--- src/rtl/lp_pkg.sv ---
package lp_pkg;

    typedef enum logic [1:0] {
        LP_RUN  = 2'b00,
        LP_WAIT = 2'b01,
        LP_STOP = 2'b10,
        LP_WARM = 2'b11
    } lp_mode_e;

    typedef struct packed {
        lp_mode_e mode;
        logic     wake_valid;
        logic     wake_svc;
        logic     svc_pend;
    } lp_state_t;

    localparam lp_state_t LP_STATE_RST = '{
        mode:       LP_RUN,
        wake_valid: 1'b0,
        wake_svc:   1'b0,
        svc_pend:   1'b0
    };

endpackage

--- src/rtl/lp_wake_detect.sv ---
module lp_wake_detect (
    input  logic clk,
    input  logic rst_n,
    input  logic irq_line,
    input  logic irq_edge_mode,
    input  logic xirq_req,
    input  logic x_bit,
    input  logic int_pend,
    output logic wait_wake,
    output logic wait_svc,
    output logic stop_wake,
    output logic stop_svc
);

    logic irq_prev_d, irq_prev_q;
    logic irq_rise, irq_edge_hit, xirq_taken;

    always_comb begin
        irq_prev_d = irq_line;
    end

    always_ff @(posedge clk or negedge rst_n) begin
        if (!rst_n) irq_prev_q <= 1'b0;
        else        irq_prev_q <= irq_prev_d;
    end

    always_comb begin
        irq_rise     = irq_line & ~irq_prev_q;
        irq_edge_hit = irq_edge_mode & irq_rise;
        xirq_taken   = xirq_req & ~x_bit;
        // light standby: any source wakes
        wait_wake    = xirq_req | irq_line | int_pend;
        wait_svc     = irq_line | int_pend | xirq_taken;
        // deep standby: external sources only
        stop_wake    = xirq_req | irq_edge_hit;
        stop_svc     = xirq_taken | irq_edge_hit;
    end

endmodule

--- src/rtl/lp_startup_timer.sv ---
module lp_startup_timer #(
    parameter int unsigned CYCLES = 64
) (
    input  logic clk,
    input  logic rst_n,
    input  logic active,
    output logic done
);

    localparam int unsigned EFF = (CYCLES < 1) ? 1 : CYCLES;
    localparam int unsigned CW  = $clog2(EFF + 1);
    localparam logic [CW-1:0] LAST = CW'(EFF - 1);

    logic [CW-1:0] cnt_d, cnt_q;

    always_comb begin
        done  = active && (cnt_q == LAST);
        cnt_d = '0;
        if (active && !done) cnt_d = cnt_q + 1'b1;
    end

    always_ff @(posedge clk or negedge rst_n) begin
        if (!rst_n) cnt_q <= '0;
        else        cnt_q <= cnt_d;
    end

endmodule

--- src/rtl/lp_clk_gate.sv ---
module lp_clk_gate
    import lp_pkg::*;
(
    input  lp_mode_e mode,
    output logic     cpu_clk_en,
    output logic     per_clk_en,
    output logic     osc_en
);

    always_comb begin
        unique case (mode)
            LP_RUN:  {cpu_clk_en, per_clk_en, osc_en} = 3'b111;
            LP_WAIT: {cpu_clk_en, per_clk_en, osc_en} = 3'b011;
            LP_STOP: {cpu_clk_en, per_clk_en, osc_en} = 3'b000;
            LP_WARM: {cpu_clk_en, per_clk_en, osc_en} = 3'b001;
            default: {cpu_clk_en, per_clk_en, osc_en} = 3'b111;
        endcase
    end

endmodule

--- src/rtl/lp_mode_ctrl.sv ---
module lp_mode_ctrl
    import lp_pkg::*;
#(
    parameter int unsigned STARTUP_CYCLES = 64
) (
    input  logic       clk,
    input  logic       rst_n,
    input  logic       wai_req,
    input  logic       stop_req,
    input  logic       s_bit,
    input  logic       x_bit,
    input  logic       xirq_req,
    input  logic       irq_line,
    input  logic       irq_edge_mode,
    input  logic       int_pend,
    output logic       cpu_clk_en,
    output logic       per_clk_en,
    output logic       osc_en,
    output logic [1:0] mode,
    output logic       wake_valid,
    output logic       wake_svc
);

    lp_state_t st_d, st_q;
    logic wait_wake, wait_svc, stop_wake, stop_svc;
    logic warm_active, warm_done;

    lp_wake_detect u_wake (
        .clk           (clk),
        .rst_n         (rst_n),
        .irq_line      (irq_line),
        .irq_edge_mode (irq_edge_mode),
        .xirq_req      (xirq_req),
        .x_bit         (x_bit),
        .int_pend      (int_pend),
        .wait_wake     (wait_wake),
        .wait_svc      (wait_svc),
        .stop_wake     (stop_wake),
        .stop_svc      (stop_svc)
    );

    assign warm_active = (st_q.mode == LP_WARM);

    lp_startup_timer #(.CYCLES(STARTUP_CYCLES)) u_timer (
        .clk    (clk),
        .rst_n  (rst_n),
        .active (warm_active),
        .done   (warm_done)
    );

    lp_clk_gate u_gate (
        .mode       (st_q.mode),
        .cpu_clk_en (cpu_clk_en),
        .per_clk_en (per_clk_en),
        .osc_en     (osc_en)
    );

    always_comb begin
        st_d            = st_q;
        st_d.wake_valid = 1'b0;
        unique case (st_q.mode)
            LP_RUN: begin
                if (stop_req && !s_bit) st_d.mode = LP_STOP;
                else if (wai_req)       st_d.mode = LP_WAIT;
            end
            LP_WAIT: begin
                if (wait_wake) begin
                    st_d.mode       = LP_RUN;
                    st_d.wake_valid = 1'b1;
                    st_d.wake_svc   = wait_svc;
                end
            end
            LP_STOP: begin
                if (stop_wake) begin
                    st_d.mode     = LP_WARM;
                    st_d.svc_pend = stop_svc;
                end
            end
            LP_WARM: begin
                if (warm_done) begin
                    st_d.mode       = LP_RUN;
                    st_d.wake_valid = 1'b1;
                    st_d.wake_svc   = st_q.svc_pend;
                end
            end
            default: st_d.mode = LP_RUN;
        endcase
    end

    always_ff @(posedge clk or negedge rst_n) begin
        if (!rst_n) st_q <= LP_STATE_RST;
        else        st_q <= st_d;
    end

    assign mode       = st_q.mode;
    assign wake_valid = st_q.wake_valid;
    assign wake_svc   = st_q.wake_svc;

endmodule

--- config.mk ---
export PLATFORM = sky130hd
export DESIGN_NAME = lp_mode_ctrl
export DESIGN_NICKNAME = d
export VERILOG_FILES = /design/src/rtl/lp_pkg.sv /design/src/rtl/lp_wake_detect.sv /design/src/rtl/lp_startup_timer.sv /design/src/rtl/lp_clk_gate.sv /design/src/rtl/lp_mode_ctrl.sv
export SDC_FILE = /design/constraint.sdc
export NUM_CORES = 1
export LEC_CHECK = 0
export BUFFER_PORTS_ARGS = -buffer_cell sky130_fd_sc_hd__buf_2
export CAP_MARGIN = 0
export CORE_MARGIN = 2
export CORE_UTILIZATION = 40
export DETAILED_ROUTE_END_ITERATION = 10
export PLACE_DENSITY_LB_ADDON = 0.25
export SETUP_SLACK_MARGIN = 0.05
export SLEW_MARGIN = 20
export SYNTH_ARGS = -nofsm -noshare
export SYNTH_HDL_FRONTEND = slang
export SYNTH_SLANG_ARGS = --single-unit
export TNS_END_PERCENT = 30
--- constraint.sdc ---
create_clock -name clk -period 1.18 [get_ports clk]
set_input_delay 0.177 -clock clk [delete_from_list [all_inputs] [get_ports clk]]
set_output_delay 0.177 -clock clk [all_outputs]
set_load 0.02 [all_outputs]
Yosys cells after proc, flatten, opt, wreduce, memory -nomap -nowiden:

Cells that the tools add are included.

* logic and storage cells: 51
* bits in read-only memories: 0
* memory bits (writable): 0
* input bits: 10
* flip-flop bits (word level): 13
* bits in latches: 0
* output and inout bits: 7
* memories: 0

* shift operators: 0
* reduce and logical (&&, ||, !) cells: 14
* muxes and demuxes: 11
* bitwise logic cells: 11
* order comparisons: 0
* div/mod/pow operators: 0
* $add $sub $neg: 1
* equality and inequality tests: 8
* multiply operators: 0

Operators by type and width (number)
* 2-to-1 mux 4 bit: 2
* case mux 2 bit (4 select lines): 1
* adder 7 x 1 -> 7 bit (second input constant): 1
* == test 7 x 6 -> 1 bit (second input constant): 1
* 2-to-1 mux 7 bit: 1
* 2-to-1 mux 2 bit: 3
* != test 2 bit (second input constant): 3
* bitwise OR 1 bit: 6
* case mux 1 bit (2 select lines): 3
* OR reduction 3 bit: 2
* == test 2 bit (second input constant): 2
* case mux 2 bit (2 select lines): 1
* AND reduction 4 bit: 1
* OR reduction 2 bit: 2
* bitwise AND 1 bit: 3
* logical AND 1 bit: 3
* != test 3 bit (second input constant): 1
* AND reduction 3 bit: 1
* == test 2 x 1 -> 1 bit (second input constant): 1
* zero test 1 bit: 2
* zero test 2 bit: 1
* NOT 1 bit: 2
* AND reduction 2 bit: 1
* nonzero test 2 bit: 1

Logic depth before layout (Yosys ltp):

Gate-level depths: netlist of run 1.

* depth after elaboration: 6
* depth in mapped cells: 5
* gate-level depth less buffers: 4

Modules after synthesis:

From an unflattened synthesis of run 1, not the netlist that was laid out.

* cell total of the unflattened synthesis: 64
* area, all modules: 628.1 um^2

By module, submodules not included
* lp_startup_timer: times used 1, area each 302.8 um^2, seq. area each 175.2 um^2, cells each 28
* lp_mode_ctrl: times used 1, area each 249.0 um^2, seq. area each 125.1 um^2, cells each 25
* lp_wake_detect: times used 1, area each 62.6 um^2, seq. area each 25.0 um^2, cells each 8
* lp_clk_gate: times used 1, area each 13.8 um^2, seq. area each 0.0 um^2, cells each 3

Worst setup path before layout of run 1:

Ideal clock, no wire load.

* kind: register -> register
* start point: register st_q (netlist bit mode[1])
* end point: register st_q (netlist bit mode[0])
* setup time: 0.121 ns
* data required time: 1.059 ns
* setup slack: -0.001 ns
* stages on the path, launching flop included: 6
* path buffers: 1
* clock period less this slack: 1.181 ns
* arrival: 1.060 ns
* cells stage by stage: dfrtp_1 -> buf_4 -> inv_1 -> a31o_1 -> a21oi_1 -> nor2_1

* word-level cells in the longest chain between the ends: 4
* elaborated cells on any way between the ends: 11
* those cells by class: eq/ne: 7; mux: 1; reduce/logical: 3

Ends and longest elaborated chain
* from (decl): RTL line lp_mode_ctrl.sv:24 `lp_state_t st_d, st_q;`
* from (signal assigned): RTL line lp_mode_ctrl.sv:92 `else st_q <= st_d;`
* == test 2 bit: RTL line lp_mode_ctrl.sv:42, lp_mode_ctrl.sv:61
* logical AND 1 bit: RTL line lp_startup_timer.sv:17 `done = active && (cnt_q == LAST);`
* != test 2 bit (no line)
* AND reduction 4 bit (no line)

Parallel ways exist; a longest one is shown, timed or not.
A chain may end at the register's enable or synchronous reset.

Final worst setup path of run 1:

* start point: register st_q (netlist bit mode[1])
* end point: output cpu_clk_en

* word-level cells in the longest chain between the ends: 3
* elaborated cells on any way between the ends: 6
* those cells by class: eq/ne: 3; mux: 1; reduce/logical: 2

Ends and longest elaborated chain
* == test 2 bit / == test 2 x 1 -> 1 bit (equally long branches): RTL line lp_clk_gate.sv:11 `unique case (mode)`
* OR reduction 3 bit (no line)
* case mux 1 bit (2 select lines) (*): RTL line lp_clk_gate.sv:11
* to (decl): RTL line lp_mode_ctrl.sv:16 `output logic cpu_clk_en,`

Mark *: on every way between the ends. The rest lies on a longest branch, timed or not.

==> run summary, run 1 <==
Yosys reg bits = 13
H-tree depth = 1
Port bufs = 16
Crit path cell chain = buf_6, nor2_4, buf_6
XOR/XNOR share of the synthesized area = 5.29%
Sequential-to-total area share from yosys stat = 49.1%
Compound-Gate Fraction of Synth Area = 16.4%
Status = finished, violations left
Final Hold Vio Count = 0
Commonest non-fill, non-tap cell in the layout = buf_2
Leak Pwr = 0.466 nW
Final Max Slew Viols = 0
Clock sinks = 13
Synth cell types = 23
FP Rows = 14
Ports = 17
Hold EP = u_wake.irq_prev_q
Reg2reg start = mode[1]
Dpl hpwl = 939 microns
Cell family contributing the most delay on the critical path = flip-flops
Core area = 1520 sq um
Min-delay worst type = in -> reg
Final ANT Viol Nets = 0
Post-synth net total = 74
Die Wd = 44.7 microns
Total Power = 2.06 mW
Post-route setup TNS = -0.173 ns
Total GRT Usage = 16.9%
Cell repeated most along the worst path = buf_6
Vias in the first global route = 524
Synth warn = 0
# DRC = 0
Layout cells sized above 1 = 44.6%
Worst-path fanout max = 5
Antenna violations before repair = 0
Synth Area in Adders = 1.89%
Via/cell ratio = 5.19
Synth Instances = 63
Worst r2r path cells = 4
CP Capture Type = output pin
Clk_lat worst skew = 0.28 ns
Worst setup path category = reg -> out
CTS Buffer Depth = 2
Hold path startpoint = irq_line
TritonCTS clock tree = yes
FF-to-FF setup slack = -0.01 ns
NumNets Final = 104
Buf/Inv on CP = 2
Hold Crit Depth = 1
Antenna fix cells = 0
Dpl ws = -0.000676 ns
Reg clk slew, reported paths = 0.08 ns
Worst r2r dst = wake_svc
Slew @ Worst Pin = 0.381 ns
Period utilisation layout = 105%
Fin worst setup slack = -0.0618 ns
Failing checks = setup timing
Maximum clock rate = 805 MHz
Final cell count without fillers = 108
Initial core utilization = 43.4%
Tmin final = 1.24 ns
Power per cell area = 2250 nW/um^2
Placed Cells = 98
Congestion Overflow GR = 0
Root Buffer = clkbuf_4
Wirelength per Cell = 12.6 microns
Critical path data required time = 1.00 ns
Largest net degree at the start of global routing = 14
Syn-to-layout area delta = 38.4%
Clock Skew = 0.000882 ns
Setup Viol. Count Final = 6
CP startpoint kind = register
First-pass GRT wire length = 2.28 mm
RSZ-0062 raised after global routing = yes
CP max stage cell = dfrtp_2
Peak VDD IR = 1160 uV
Arr. time, crit path = 1.06 ns
Syn Area/Cell = 10.5 sq um
Commonest non-fill, non-tap cells in the layout = 12 x buf_2, 11 x buf_4, 11 x dfrtp_1
Critical Path Max Stage Delay = 0.45 ns
Simple-gate area share of the yosys netlist = 20.8%
Hold WS = 0.0773 ns
TritonCTS Buffers = 3
First-pass iteration count of the detailed router = 4
DR vias = 561
Filler cells = 133
Max-cap violations = 0
Final wirelength = 1.37 mm
Iter 0 DRT Violations = 5
Rel. slew slack = 74.2%
Die H = 44.7 microns
Largest family of logic cells by synthesized area = simple AND/OR/NAND/NOR gates
Mapped cell area = 662 sq um
GP Congestion = 0.731
Mux contribution to synthesized area = 0%
Die area = 2000 sq um
-- routing by layer --
layer	global-route usage (%)	up-vias	part of all wire (%)
li1	-	276	-
met1	22.2	263	47
met2	22.9	18	44
met3	4.08	4	5.3
met4	14.5	0	3.4
met5	0	-	0
-- worst register-to-register path, delay by kind of cell, from the launching register on --
| family | cells | cell delay, ns |
|---|---|---|
| buf+inv | 1 | 0.14 |
| compound gates | 3 | 0.52 |
| flops | 1 | 0.45 |
-- how the worst max path moves through the flow --
stage                           from          to  slack (ns)  depth (start not counted)
global route                 mode[0]      osc_en       -0.12                          2
floorplan                    mode[1]     mode[0]     -0.0009                          5
finish                       mode[1]  cpu_clk_en       -0.06                          3
global placement    u_timer.cnt_q[0]    wake_svc        0.04                          4
detailed placement  u_timer.cnt_q[0]    wake_svc     -0.0007                          4
CTS                          mode[1]  cpu_clk_en       -0.07                          3
-- stage by stage --
stage / area, sq um / util, %
2_1_floorplan: 662 / -
3_3_place_gp: 787 / 51.6
3_5_place_dp: 787 / 51.6
4_1_cts: 901 / 59.1
5_1_grt: 916 / 60.1
6_report: 916 / 60.1
-- cells in the mapped netlist --
library cell	n	area share, %
nand2b_1	2	1.9
nand3_1	6	4.5
and3_4	1	1.7
o22ai_1	1	0.95
nand3b_1	1	1.1
nand2_1	3	1.7
a31o_1	1	1.3
buf_2	1	0.76
dfrtp_1	13	49
o311ai_0	1	1.3
xor2_1	3	4.0
a31oi_1	1	0.95
a21oi_2	1	1.3
buf_4	3	3.4
a21boi_0	1	1.1
o221ai_2	1	2.3
nor2_1	11	6.2
nand4b_4	1	3.6
xnor2_1	1	1.3
a21oi_1	4	3.0
inv_1	4	2.3
ha_1	1	1.9
o41ai_4	1	4.2
-- cells by family after synthesis --
family,after synthesis
compound gates,12
buf+inv,8
simple gates,25
fa+ha+maj,1
flops,13
xor+xnor,4
-- state kept, by name, summed over array words and instances, names as in the netlist --
name / count
mode: 2
st_q: 1
u_timer.cnt_q: 7
u_wake.irq_prev_q: 1
wake_svc: 1
wake_valid: 1
-- power by group --
part	internal [mW]	switching [mW]	total [mW]	leakage, nW
registers	0.558	0.0866	0.645	0.165
logic	0.572	0.565	1.14	0.286
clock network	0.131	0.150	0.281	0.0150
total	1.26	0.801	2.06	0.466
-- final cells by class --
cell class | instances | area [sq um] | area share, %
well taps | 16 | 20.0 | 2.19
flip-flops and latches | 13 | 328 | 35.8
inverters | 4 | 15.0 | 1.64
repair buffers | 29 | 218 | 23.8
multi-input cells | 42 | 309 | 33.7
clock buffers | 4 | 26.3 | 2.87
-- what timing repair did --
action	4_1_cts	5_1_grt
hold buffers	1	0
endpoints found under the hold margin	13	0
pin swaps	3	1
gates resized for setup	10	5
buffers inserted	5	0
endpoints found under the setup margin	11	13
Power figures use the tool's default switching activity.
==> inputs of run 2 (changes only) <==
--- a/config.mk
+++ b/config.mk
@@ -10,6 +10,7 @@
 export CORE_MARGIN = 2
 export CORE_UTILIZATION = 40
 export DETAILED_ROUTE_END_ITERATION = 10
+export HOLD_SLACK_MARGIN = 0.03
 export PLACE_DENSITY_LB_ADDON = 0.25
 export SETUP_SLACK_MARGIN = 0.05
 export SLEW_MARGIN = 20
==> constraint.sdc (replaced) <==
create_clock -name clk -period 1.1 [get_ports clk]
set_input_delay 0.165 -clock clk [delete_from_list [all_inputs] [get_ports clk]]
set_output_delay 0.165 -clock clk [all_outputs]
set_load 0.02 [all_outputs]
==> run 2 against run 1 <==
Compared with the run above:
- the flow still finishes with violations (setup timing)
- die area unchanged
- hold slack better by 0.0054 ns
- non-clock buffer count up 2
- clock skew about the same
- via count up 1.4%
- first-iteration DRC count up 80%
- cell count up 1.9%
- combinational power up 5%
- critical path depth down 1
- count of clock-buffer cells in the layout unchanged
- power up 6.7%
- sequential cell count unchanged
==> run summary, run 2 (same netlist as run 1, synthesis figures left out) <==
Wirelength per Cell = 12.5 microns
Power per cell area = 2310 nW/um^2
Combinational power share = 54.5%
RSZ-0062 raised after global routing = yes
Initial core utilization = 43.4%
CTS Buffer Depth = 2
Worst setup path category = reg -> out
Port bufs = 16
GP Congestion = 0.782
Worst r2r path cells = 4
Clock sinks = 13
Dpl hpwl = 1.01 mm
Reg clk slew, reported paths = 0.07 ns
Failing checks = setup timing
First-pass GRT wire length = 2.46 mm
Fin worst setup slack = -0.112 ns
Die Wd = 44.7 microns
Peak VDD IR = 1350 uV
DR vias = 569
Congestion Overflow GR = 0
Status = finished, violations left
Buf/Inv on CP = 1
Switch Pwr = 0.852 mW
Critical path data required time = 0.94 ns
Leak Pwr = 0.482 nW
Worst-path fanout max = 7
Cell family contributing the most delay on the critical path = flip-flops
Part of the power in the clock network = 12.9%
First-pass iteration count of the detailed router = 4
Arr. time, crit path = 1.05 ns
Clk_lat worst skew = 0.27 ns
Iter 0 DRT Violations = 9
Slew @ Worst Pin = 0.387 ns
Multi-input gate area in the final layout = 332 sq um
Antenna violations before repair = 0
Core area = 1520 sq um
Largest net degree at the start of global routing = 14
Maximum clock rate = 825 MHz
Final cell count without fillers = 110
Tmin final = 1.21 ns
Antenna fix cells = 0
Min-delay worst type = in -> reg
Seq pwr share = 32.6%
Final Max Slew Viols = 0
Final ANT Viol Nets = 0
Final wirelength = 1.38 mm
Crit path cell chain = nand2b_4, buf_6
FP Rows = 14
Post-route setup TNS = -0.474 ns
Critical Path Max Stage Delay = 0.48 ns
Sw frac = 38.7%
NumNets Final = 106
Commonest non-fill, non-tap cells in the layout = 12 x dfrtp_1, 12 x buf_4, 11 x buf_2
CP Capture Type = output pin
Period utilisation layout = 110%
Cell-internal power = 1.35 mW
Final Hold Vio Count = 0
Root Buffer = clkbuf_4
Rel. slew slack = 73.9%
Max reg flops = 7
Reg with most FFs = u_timer.cnt_q
Syn-to-layout area delta = 44.0%
FF+latch area = 327 sq um
Filler cells = 117
CP startpoint kind = register
Total Power = 2.20 mW
Max-cap violations = 0
Via/cell ratio = 5.17
Clock Skew = 0.000988 ns
TritonCTS clock tree = yes
Vias in the first global route = 561
Die area = 2000 sq um
CP max stage cell = dfrtp_2
Ports = 17
Crit. path cell count = 2
Layout cells sized above 1 = 46.8%
H-tree depth = 1
Setup Viol. Count Final = 7
Total GRT Usage = 17.2%
Placed Cells = 102
# DRC = 0
Die H = 44.7 microns
TritonCTS Buffers = 3
Hold Crit Depth = 1
## run 2: cell count changes in the layout (fill, tap and decap cells not counted), sizes merged
cell and change:
buf +2
## run 2: repair_timing
action	CTS	global route
setup endpoints to repair	13	17
buffers inserted	3	0
endpoints found under the hold margin	13	0
resized for setup	10	9
hold buffers	1	0
pin swaps	2	3
## run 2: worst register-to-register path, stage by stage, from the launching register on
cell,delay [ns]
dfrtp_1,0.42
buf_4,0.15
o41ai_4,0.28
o22ai_1,0.15
nor2_1,0.10
## run 2: cell type report
type                       count  area share (%)
clock buffer                   4            2.76
tap                           16            2.10
sequential                    13            34.3
multi-input combinational     42            34.8
inverter                       4            1.57
timing repair buffer          31            24.5
## run 2: worst paths after layout
path / startpoint / to / slack (ns)
worst max-delay path: mode[0] / osc_en / -0.11
worst min-delay path: irq_line / u_wake.irq_prev_q / 0.08
worst max register to register: mode[1] / mode[0] / -0.07
worst min register to register: u_timer.cnt_q[6] / u_timer.cnt_q[6] / 0.54
max in group asynchronous: rst_n / mode[0] / 0.54
min in group asynchronous: rst_n / u_timer.cnt_q[0] / 0.31
## run 2: through the flow
| stage | worst slack [ns] | hold slack (ns) | utilization [%] | area [sq um] |
|---|---|---|---|---|
| final | -0.112 | 0.0827 | 62.6 | 953 |
| after detailed placement | -0.0322 | 0.0621 | 54.4 | 830 |
| after CTS | -0.0994 | 0.0762 | 60.2 | 917 |
| after global placement | 0.00939 | 0.0609 | 54.4 | 830 |
| after floorplan | -0.0809 | -0.131 | - | 674 |
| after global routing | -0.159 | 0.0655 | 62.6 | 953 |
## run 2: layer usage
layer / track usage (%) / up-vias / part of all wire [%]
li1: - / 280 / -
met1: 22.8 / 261 / 43
met5: 0 / - / 0
met2: 25.8 / 24 / 49
met3: 4.08 / 4 / 6.3
met4: 9.09 / 0 / 1.6
## run 2: power groups by stage
stage | Sequential (mW) | Combinational [mW] | Clock (mW)
finish | 0.717 | 1.20 | 0.285
global route | 0.737 | 1.31 | 0.321
floorplan | 0.719 | 0.615 | 0
detailed placement | 0.725 | 0.871 | 0
CTS | 0.702 | 1.09 | 0.294
global placement | 0.720 | 0.872 | 0
==> inputs of run 3 (changes only) <==
--- a/config.mk
+++ b/config.mk
@@ -5,8 +5,9 @@
 export SDC_FILE = /design/constraint.sdc
 export NUM_CORES = 1
 export LEC_CHECK = 0
+export ABC_AREA = 1
 export BUFFER_PORTS_ARGS = -buffer_cell sky130_fd_sc_hd__buf_2
-export CAP_MARGIN = 0
+export CAP_MARGIN = 10
 export CORE_MARGIN = 2
 export CORE_UTILIZATION = 40
 export DETAILED_ROUTE_END_ITERATION = 10
@@ -16,5 +17,6 @@
 export SLEW_MARGIN = 20
 export SYNTH_ARGS = -nofsm -noshare
 export SYNTH_HDL_FRONTEND = slang
+export SYNTH_HIERARCHICAL = 1
 export SYNTH_SLANG_ARGS = --single-unit
 export TNS_END_PERCENT = 30
==> run 3 against run 2 <==
Compared with the run above:
- the run still ends with setup timing left
- routed wire length increased by 5.1%
- register-to-register slack got worse by 0.08 ns
- core utilization shrank 0.89 points
- critical endpoint is now mode[1]
- first-iteration DRC count is 56% lower
- synthesized cell count increased by 49%
- sequential cell count is the same
- critical path depth rose by 6
==> run summary, run 3 <==
Synth Flop Type = dfrtp_1
Arr. time, crit path = 1.41 ns
CTS Buffer Depth = 2
Final cell count without fillers = 154
Layout cells sized above 1 = 36.4%
RSZ-0062 raised after global routing = yes
Max-cap violations = 0
Hold path startpoint = x_bit
Top cells by area, synth = dfrtp_1 45%, inv_1 10%, nand3_1 10%, nand2_1 8.8%, nor2_1 3.6%
Die H = 46.7 microns
Port bufs = 16
Largest area contributor in the netlist = dfrtp_1
Async set or reset register ratio after synthesis = 100%
CP startpoint kind = register
Power per cell area = 770 nW/um^2
Top cell type's share of synthesized area = 44.7%
Worst-path fanout max = 3
Syn-to-layout area delta = 46.2%
Rel. slew slack = 80.3%
FP Rows = 15
Maximum clock rate = 797 MHz
Tmin final = 1.25 ns
Mapped cell area = 728 sq um
Setup Viol. Count Final = 14
Final Util = 61.7%
Slew @ Worst Pin = 0.296 ns
Congestion Overflow GR = 0
Clock sinks = 13
Final Hold Vio Count = 0
Min-delay worst type = in -> reg
Final wirelength = 1.45 mm
Max reg flops = 7
Post-synth net total = 105
Antenna fix cells = 0
Post-synth top cells = 20 x inv_1, 17 x nand2_1, 15 x nand3_1
Synth warn = 6
Filler cells = 169
Root Buffer = clkbuf_4
CP Capture Type = register
H-tree depth = 1
Core area = 1730 sq um
Clk_lat worst skew = 0.27 ns
Critical path data required time = 1.26 ns
Reg2reg start = u_timer/cnt_q[1]
Largest net degree at the start of global routing = 14
# DRC = 0
First-pass iteration count of the detailed router = 4
Count leader, synth = inv_1
Reg with most FFs = u_timer/cnt_q
CP max stage cell = dfrtp_1
Die area = 2180 sq um
Failing checks = setup timing
Vias in the first global route = 685
Commonest non-fill, non-tap cells in the layout = 19 x inv_1, 17 x nand2_1, 15 x nand3_1
DR vias = 687
Iter 0 DRT Violations = 4
Clock Skew = 0.0103 ns
Wirelength per Cell = 9.40 microns
Cell Area, Placed = 971 sq um
Antenna violations before repair = 0
Hold WS = 0.239 ns
Crit path cell chain = ha_4, nand3_4, nor3b_4, nor2_2, inv_1, nand2_1, inv_1, nand2_1
TritonCTS Buffers = 3
Final ANT Viol Nets = 0
Critical Path Max Stage Delay = 0.40 ns
Status = finished, violations left
Synth cell types = 20
Worst setup path category = reg -> reg
Leak Pwr = 0.584 nW
Cell family contributing the most delay on the critical path = simple AND/OR/NAND/NOR gates
Commonest non-fill, non-tap cell in the layout = inv_1
Via/cell ratio = 4.46
Initial core utilization = 42.2%
Design Area, Final = 1060 sq um
Die Wd = 46.7 microns
GP Congestion = 0.754
Synth Instances = 94
NumNets Final = 141
Dpl hpwl = 1.17 mm
Dpl ws = -0.130 ns
Peak VDD IR = 432 uV
Crit. Startpoint = u_timer/cnt_q[1]
Reg clk slew, reported paths = 0.09 ns
Total GRT Usage = 17.2%
Placed Cells = 148
Yosys reg bits = 13
Post-synth EDFFs = 0
First-pass GRT wire length = 2.62 mm
Fin worst setup slack = -0.155 ns
Ports = 17
TritonCTS clock tree = yes
Final Max Slew Viols = 0
Period utilisation layout = 114%
FF-to-FF setup slack = -0.15 ns
Buf/Inv on CP = 2
Sequential-to-total area share from yosys stat = 44.7%
Syn Area/Cell = 7.75 sq um
[run 3: worst reg2reg max path, stage by stage, from the launching register on]
cell and delay [ns]:
dfrtp_1 0.40, ha_4 0.16, nand3_4 0.08, nor3b_4 0.22, nor2_2 0.07, inv_1 0.07
nand2_1 0.05, inv_1 0.05, nand2_1 0.04
[run 3: stage by stage]
stage	total power [mW]	TNS, ns
CTS	0.838	-1.40
global route	0.869	-2.31
finish	0.820	-1.06
floorplan	0.505	-0.390
detailed placement	0.533	-0.903
global placement	0.531	-0.857
[run 3: final cells by class]
| cell class | instances | area (sq um) | area share (%) |
|---|---|---|---|
| well taps | 25 | 31.3 | 2.94 |
| clock buffers | 4 | 26.3 | 2.47 |
| multi-input cells | 56 | 340 | 32.0 |
| inverters | 23 | 86.3 | 8.11 |
| repair buffers | 33 | 253 | 23.7 |
| flip-flops and latches | 13 | 328 | 30.8 |
[run 3: final timing paths]
check	endpoint	cells past startpoint
worst max-delay path	mode[1]	8
worst min-delay path	st_q[0]	6
worst max register to register	mode[1]	8
worst min register to register	st_q[0]	2
max in group asynchronous	mode[1]	2
min in group asynchronous	u_timer/cnt_q[2]	2
[run 3: cell families after synthesis]
| kind of cell | count (synthesis) | synth area share (%) |
|---|---|---|
| xor+xnor | 3 | 3.61 |
| flops | 13 | 44.7 |
| fa+ha+maj | 1 | 1.72 |
| buf+inv | 25 | 13.9 |
| compound gates | 7 | 7.56 |
| simple gates | 45 | 28.5 |
[run 3: power by group]
group	total (mW)	internal, mW	switching (mW)
combinational	0.0486	0.0219	0.0267
sequential	0.480	0.479	0.000484
clock	0.292	0.140	0.152
[run 3: repair_timing]
| item | 4_1_cts | 5_1_grt |
|---|---|---|
| pin swaps | 2 | 3 |
| buffers inserted | 0 | 0 |
| endpoints found under the hold margin | 14 | 0 |
| gates cloned | 0 | 0 |
| resized for setup | 8 | 7 |
| hold buffers | 2 | 0 |
| endpoints found under the setup margin | 15 | 15 |
[run 3: layer usage]
metal / vias up / GRT usage [%] / share of wire (%)
li1: 361 / - / -
met1: 314 / 20.0 / 43
met2: 10 / 30.6 / 53
met3: 2 / 2.35 / 2.5
met4: 0 / 8.33 / 0.83
met5: - / 0 / 0
